`src/rtl/evq_shift4.sv`:
```
module evq_shift4 #(
  parameter int DEPTH = 4,
  parameter int TS_W  = 8,
  parameter int ID_W  = 4,
  parameter int CNT_W = 8
) (
  input  logic                  clk,
  input  logic                  rst_n,
  input  logic [3:0]            ins_valid,
  input  logic [3:0][TS_W-1:0]  ins_ts,
  input  logic [3:0][ID_W-1:0]  ins_ida,
  input  logic [3:0][ID_W-1:0]  ins_idb,
  input  logic                  inv_valid,
  input  logic [ID_W-1:0]       inv_id,
  input  logic                  deq_ready,
  output logic                  deq_valid,
  output logic [TS_W-1:0]       deq_ts,
  output logic [ID_W-1:0]       deq_ida,
  output logic [ID_W-1:0]       deq_idb,
  output logic [3:0]            full,
  output logic [CNT_W-1:0]      ovf_cnt
);
  localparam int NU = 4;
  localparam int PW = $clog2(DEPTH + 1);

  logic [TS_W-1:0] ts_q [NU][DEPTH];
  logic [TS_W-1:0] ts_d [NU][DEPTH];
  logic [ID_W-1:0] a_q  [NU][DEPTH];
  logic [ID_W-1:0] a_d  [NU][DEPTH];
  logic [ID_W-1:0] b_q  [NU][DEPTH];
  logic [ID_W-1:0] b_d  [NU][DEPTH];
  logic [NU-1:0][DEPTH-1:0] v_q, v_d;

  logic [15:0]     lfsr;
  logic [3:0][1:0] dest;
  logic [1:0]      win;
  logic            pop;
  logic [2:0]      drops;

  function automatic logic [3:0][1:0] perm_dec(input logic [4:0] n);
    logic [3:0][1:0] pool, res, dig;
    pool   = {2'd3, 2'd2, 2'd1, 2'd0};
    res    = '0;
    dig[0] = 2'(n / 5'd6);
    dig[1] = 2'((n % 5'd6) / 5'd2);
    dig[2] = 2'(n % 5'd2);
    dig[3] = 2'd0;
    for (int j = 0; j < 4; j++) begin
      res[j] = pool[dig[j]];
      for (int i = 0; i < 3; i++)
        if (i >= int'(dig[j])) pool[i] = pool[i+1];
    end
    return res;
  endfunction

  assign dest = perm_dec(5'(lfsr % 16'd24));
  assign pop  = deq_valid & deq_ready;

  always_comb
    for (int u = 0; u < NU; u++) full[u] = v_q[u][DEPTH-1];

  always_comb begin
    deq_valid = 1'b0;
    win       = '0;
    deq_ts    = '0;
    deq_ida   = '0;
    deq_idb   = '0;
    for (int u = 0; u < NU; u++)
      if (v_q[u][0] && (!deq_valid || ts_q[u][0] < deq_ts)) begin
        deq_valid = 1'b1;
        win       = 2'(u);
        deq_ts    = ts_q[u][0];
        deq_ida   = a_q[u][0];
        deq_idb   = b_q[u][0];
      end
  end

  logic [DEPTH-1:0] keep, cv, le;
  logic [TS_W-1:0]  c_ts [DEPTH];
  logic [ID_W-1:0]  c_a  [DEPTH];
  logic [ID_W-1:0]  c_b  [DEPTH];
  logic [1:0]       h;
  logic             rx, lat;
  logic [TS_W-1:0]  x_ts;
  logic [ID_W-1:0]  x_a, x_b;
  logic [PW-1:0]    p;

  always_comb begin
    drops = '0;
    for (int u = 0; u < NU; u++) begin
      for (int k = 0; k < DEPTH; k++)
        keep[k] = v_q[u][k]
                  && !(inv_valid && (a_q[u][k] == inv_id || b_q[u][k] == inv_id))
                  && !(pop && win == 2'(u) && k == 0);
      cv = '0;
      h  = '0;
      for (int k = 0; k < DEPTH; k++) begin
        c_ts[k] = '0;
        c_a[k]  = '0;
        c_b[k]  = '0;
      end
      for (int k = 0; k < DEPTH; k++)
        if (keep[k]) begin
          c_ts[k - int'(h)] = ts_q[u][k];
          c_a[k - int'(h)]  = a_q[u][k];
          c_b[k - int'(h)]  = b_q[u][k];
          cv[k - int'(h)]   = 1'b1;
        end else if (h != 2'd2) begin
          h = h + 2'd1;
        end
      rx = 1'b0; x_ts = '0; x_a = '0; x_b = '0;
      for (int j = 0; j < NU; j++)
        if (ins_valid[j] && dest[j] == 2'(u)) begin
          rx = 1'b1; x_ts = ins_ts[j]; x_a = ins_ida[j]; x_b = ins_idb[j];
        end
      if (rx && full[u]) drops = drops + 3'd1;
      lat = 1'b0;
      for (int k = DEPTH - 1; k >= 0; k--) begin
        lat   = lat | (cv[k] && c_ts[k] <= x_ts);
        le[k] = lat;
      end
      p = PW'($countones(le));
      for (int k = 0; k < DEPTH; k++) begin
        ts_d[u][k] = c_ts[k];
        a_d[u][k]  = c_a[k];
        b_d[u][k]  = c_b[k];
        v_d[u][k]  = cv[k];
        if (rx && !full[u]) begin
          if (k == int'(p)) begin
            ts_d[u][k] = x_ts; a_d[u][k] = x_a; b_d[u][k] = x_b; v_d[u][k] = 1'b1;
          end else if (k > int'(p)) begin
            ts_d[u][k] = c_ts[(k == 0) ? 0 : k - 1];
            a_d[u][k]  = c_a[(k == 0) ? 0 : k - 1];
            b_d[u][k]  = c_b[(k == 0) ? 0 : k - 1];
            v_d[u][k]  = cv[(k == 0) ? 0 : k - 1];
          end
        end
      end
    end
  end

  always_ff @(posedge clk or negedge rst_n)
    if (!rst_n) begin
      v_q     <= '0;
      lfsr    <= 16'hACE1;
      ovf_cnt <= '0;
    end else begin
      v_q     <= v_d;
      lfsr    <= {lfsr[14:0], lfsr[15] ^ lfsr[13] ^ lfsr[12] ^ lfsr[10]};
      ovf_cnt <= ovf_cnt + CNT_W'(drops);
    end

  always_ff @(posedge clk) begin
    ts_q <= ts_d;
    a_q  <= a_d;
    b_q  <= b_d;
  end

  logic [ID_W-1:0]          inv_id_q;
  logic [NU-1:0][DEPTH-1:0] stale;

  always_ff @(posedge clk or negedge rst_n)
    if (!rst_n) inv_id_q <= '0;
    else        inv_id_q <= inv_id;

  always_comb
    for (int u = 0; u < NU; u++)
      for (int k = 0; k < DEPTH; k++)
        stale[u][k] = v_q[u][k] && (a_q[u][k] == inv_id_q || b_q[u][k] == inv_id_q);

  for (genvar u = 0; u < NU; u++) begin : g_chk
    a_r3_head_min: assert property (@(posedge clk) disable iff (!rst_n)
      v_q[u][0] |-> deq_valid && deq_ts <= ts_q[u][0]);
    for (genvar k = 0; k < DEPTH - 1; k++) begin : g_cell
      a_r5_sorted: assert property (@(posedge clk) disable iff (!rst_n)
        v_q[u][k] && v_q[u][k+1] |-> ts_q[u][k] <= ts_q[u][k+1]);
    end
  end

  a_r6_inv_clears: assert property (@(posedge clk) disable iff (!rst_n)
    inv_valid && ins_valid == 4'd0 |=> stale == '0);

  a_r7_conserve: assert property (@(posedge clk) disable iff (!rst_n)
    !inv_valid && ins_valid == 4'd0 && !pop |=> $countones(v_q) == $past($countones(v_q)));

  a_r3_pop_one: assert property (@(posedge clk) disable iff (!rst_n)
    pop && !inv_valid && ins_valid == 4'd0 |=> $countones(v_q) + 1 == $past($countones(v_q)));

  a_r8_drop_count: assert property (@(posedge clk) disable iff (!rst_n)
    (&full) && (&ins_valid) |=> ovf_cnt == $past(ovf_cnt) + CNT_W'(4));
endmodule

```
`config.mk`:
```
export PLATFORM = sky130hd
export DESIGN_NAME = evq_shift4
export DESIGN_NICKNAME = d
export VERILOG_FILES = /design/src/rtl/evq_shift4.sv
export SDC_FILE = /design/constraint.sdc
export NUM_CORES = 1
export LEC_CHECK = 0
export BUFFER_PORTS_ARGS = -buffer_cell sky130_fd_sc_hd__buf_2
export CORE_ASPECT_RATIO = 1.75
export CORE_MARGIN = 3
export CORE_UTILIZATION = 50
export DETAILED_ROUTE_END_ITERATION = 10
export GPL_ROUTABILITY_DRIVEN = 0
export PLACE_DENSITY = 0.67
export SLEW_MARGIN = 0
export SYNTH_ARGS = -nofsm -noshare
export SYNTH_HDL_FRONTEND = slang
export SYNTH_SLANG_ARGS = --single-unit
```
`constraint.sdc`:
```
create_clock -name clk -period 15.45 [get_ports clk]
set_input_delay 1.545 -clock clk [delete_from_list [all_inputs] [get_ports clk]]
set_output_delay 1.545 -clock clk [all_outputs]
set_load 0.05 [all_outputs]
```
==> summary.txt <==
Outcome
  – Outcome: completed

Setup path
  – Worst-path maximum fanout: 28
  – Reg-to-reg endpoint: b_q[43]
  – Worst setup path endpoint: b_q[43]
  – Setup CP Type: reg -> reg
  – Setup crit start: v_q[0]
  – R2r startpoint: v_q[0]
  – Worst path required time: 15810 ps
  – Startpoint Class: flop
  – Slowest stage delay, CP: 760 ps
  – Reg2Reg Depth: 51
  – Critical-path top delay cell: dfrtp_1
  – Reg2Reg Setup Slack: 1100 ps
  – Critical path endpoint category: flop
  – Arrival @ worst endpoint: 14710 ps

Route
  – 1st-pass router iterations: 9
  – Drt wl/cell: 25.6 um
  – DRC: 0
  – Total Wirelength: 103000 um
  – Final ANT Viol Nets: 0
  – Vias: 27.3k
  – Initial DRC count: 3265
  – Vias/cell: 6.83

Global route
  – First-pass GRT wire length: 156000 um
  – Initial antenna violation count: 2
  – All-Layer GR Usage: 0.369
  – GRT overflow: 0
  – Largest net degree at the start of global routing: 47
  – Vias in the first global route: 26.9k

Synthesis
  – Top-count cell post-synth: nand2_1
  – Yosys Warn Count: 0
  – Syn_area_per_cell: 7.58 um^2
  – Cells after Synth: 3346
  – Synthesized flop and latch total: 296
  – Top cells by count, synth: nand2_1 (372), nor2_1 (288), dfxtp_1 (256), o21ai_0 (254), a21oi_1 (250)
  – Sequential share of the synthesized area: 0.242
  – Share of Yosys cell area claimed by the top area cell type: 0.202
  – Top post-synthesis cells by area: dfxtp_1 (20%), ha_1 (8.7%), nand2_1 (5.5%)
  – Cell Area, Synth: 25400 um^2
  – Cell taking the most area after synthesis: dfxtp_1
  – Asr flop ratio synth: 0.135
  – Syn nets: 3600
  – Synth Flop Type: dfxtp_1
  – EDFF count, synth: 0
  – Synth unique cells: 117

Finish
  – Cell Count, Final, Fillers Out: 4006
  – Fraction of layout cells with a size suffix above 1: 0.0959
  – Layout fillers: 4721
  – Number of diodes: 0
  – Layout area overhead: 8.08%
  – Nets: 3575

Floorplan
  – Die area: 53600 um^2
  – Rows: 108
  – Starting Density: 0.509
  – Core Area: 49900 um^2
  – Die Wd: 176 um
  – Chip height: 304 um
  – I/O pin cnt: 105

Clock network
  – Number of buffers created by CTS: 34
  – # Post-CTS Setup Buffers: 0
  – H-tree lvl count: 2
  – Clock latency at the later pin of the worst-skew pair: 540 ps
  – Root Driver: clkbuf_16
  – Post_cts resized: 0
  – Clk sink count: 296
  – Clock tree from TritonCTS: done
  – CTS max path bufs: 3
  – Hold_buf cts: 0
  – Clock-pin slew on the worst setup and hold paths: 60 ps

Timing
  – Clk_skew: 29.5 ps
  – Relative slew slack: 0.134
  – Slew @ Worst Pin: 1280 ps
  – Total negative slack: 0 ps
  – Final min period: 14350 ps
  – Hold Vio Cnt, Final: 0
  – Period utilization: 0.929
  – Max-slew violations: 0
  – Final setup fails: 0
  – Maximum clock rate: 69.7 MHz
  – RSZ-0062 raised after global routing: no

Run
  – Max-cap violations: 0

Placement
  – Hpwl dp: 75600 um
  – Port Buf Inserts: 104
  – Placed insts: 3944

Worst hold path
  – Hold Crit Class: reg -> reg
==> cells in the final DEF, fill, tap and decap left out, types with 73 or more instances in the layout <==
master   netlist  layout
and3_1        95      95
mux2i_1      103     103
a22oi_1       90      90
nor2_1       288     283
inv_1        127     127
buf_2         22     104
xor2_1       131     131
nand2_1      372     372
o21ai_0      254     251
dfxtp_1      256     256
a21oi_1      250     248
ha_1         177     177
nand3_1       74      73
==> worst max-delay path, delay by kind of cell (launching register included) <==
family | cells | cell delay, ps
muxes | 1 | 370
DFF | 1 | 760
and+or+nand+nor | 16 | 4350
AOI/OAI and AO/OA | 22 | 4570
adders and majority gates | 6 | 2110
buffers and inverters | 6 | 2020
==> worst min path at each step <==
stage | start | endpoint | slack (ps) | depth (start not counted)
2_1_floorplan | lfsr[14] | lfsr[15] | 350 | 0
3_3_place_gp | lfsr[6] | lfsr[7] | 370 | 0
3_5_place_dp | lfsr[6] | lfsr[7] | 370 | 0
4_1_cts | lfsr[6] | lfsr[7] | 380 | 0
5_1_grt | lfsr[6] | lfsr[7] | 380 | 0
6_report | lfsr[6] | lfsr[7] | 370 | 0
==> logic make-up (layout without fill, tap and decap cells) <==
group / count (synthesis) / in the layout / synth area share
compound gates: 1169 / 1169 / 0.310
xor+xnor: 141 / 141 / 0.0487
fa+ha+maj: 178 / 178 / 0.0881
buf+inv: 368 / 368 / 0.0618
flops: 296 / 296 / 0.242
mux: 123 / 123 / 0.0495
simple gates: 1071 / 1071 / 0.200
==> final cells by class <==
| cell class | count | area, um^2 | area share |
|---|---|---|---|
| multi-input combinational | 2682 | 17800 | 0.648 |
| sequential | 296 | 6140 | 0.224 |
| timing repair buffer | 177 | 1070 | 0.0390 |
| clock buffer | 47 | 991 | 0.0361 |
| tap | 660 | 826 | 0.0301 |
| inverter | 130 | 488 | 0.0178 |
| clock inverter | 14 | 133 | 0.00484 |
==> through the flow <==
step / worst slack [ps] / hold WS, ps / utilization / area (um^2)
3_3_place_gp: 1710 / 370 / 0.527 / 26300
5_1_grt: 34.0 / 381 / 0.550 / 27400
4_1_cts: 1180 / 378 / 0.549 / 27400
2_1_floorplan: 4060 / 350 / - / 25400
6_report: 1100 / 375 / 0.550 / 27400
3_5_place_dp: 1210 / 369 / 0.527 / 26300
==> per-layer routing <==
layer / wire length [um] / track usage / vias up
li1: - / - / 12300
met1: 36000 / 0.410 / 12900
met2: 47800 / 0.609 / 1561
met3: 8170 / 0.0622 / 568
met4: 10800 / 0.308 / 2
met5: 13 / 0 / -
==> registers in the layout (all words and copies together) (netlist names) <==
name     count
lfsr        16
ts_q       128
b_q         64
v_q         12
a_q         64
ovf_cnt      8
full         4
Power is left out: the tool's default activity adds up to more than one toggle a clock period on the data nets, which glitch-free logic cannot reach.
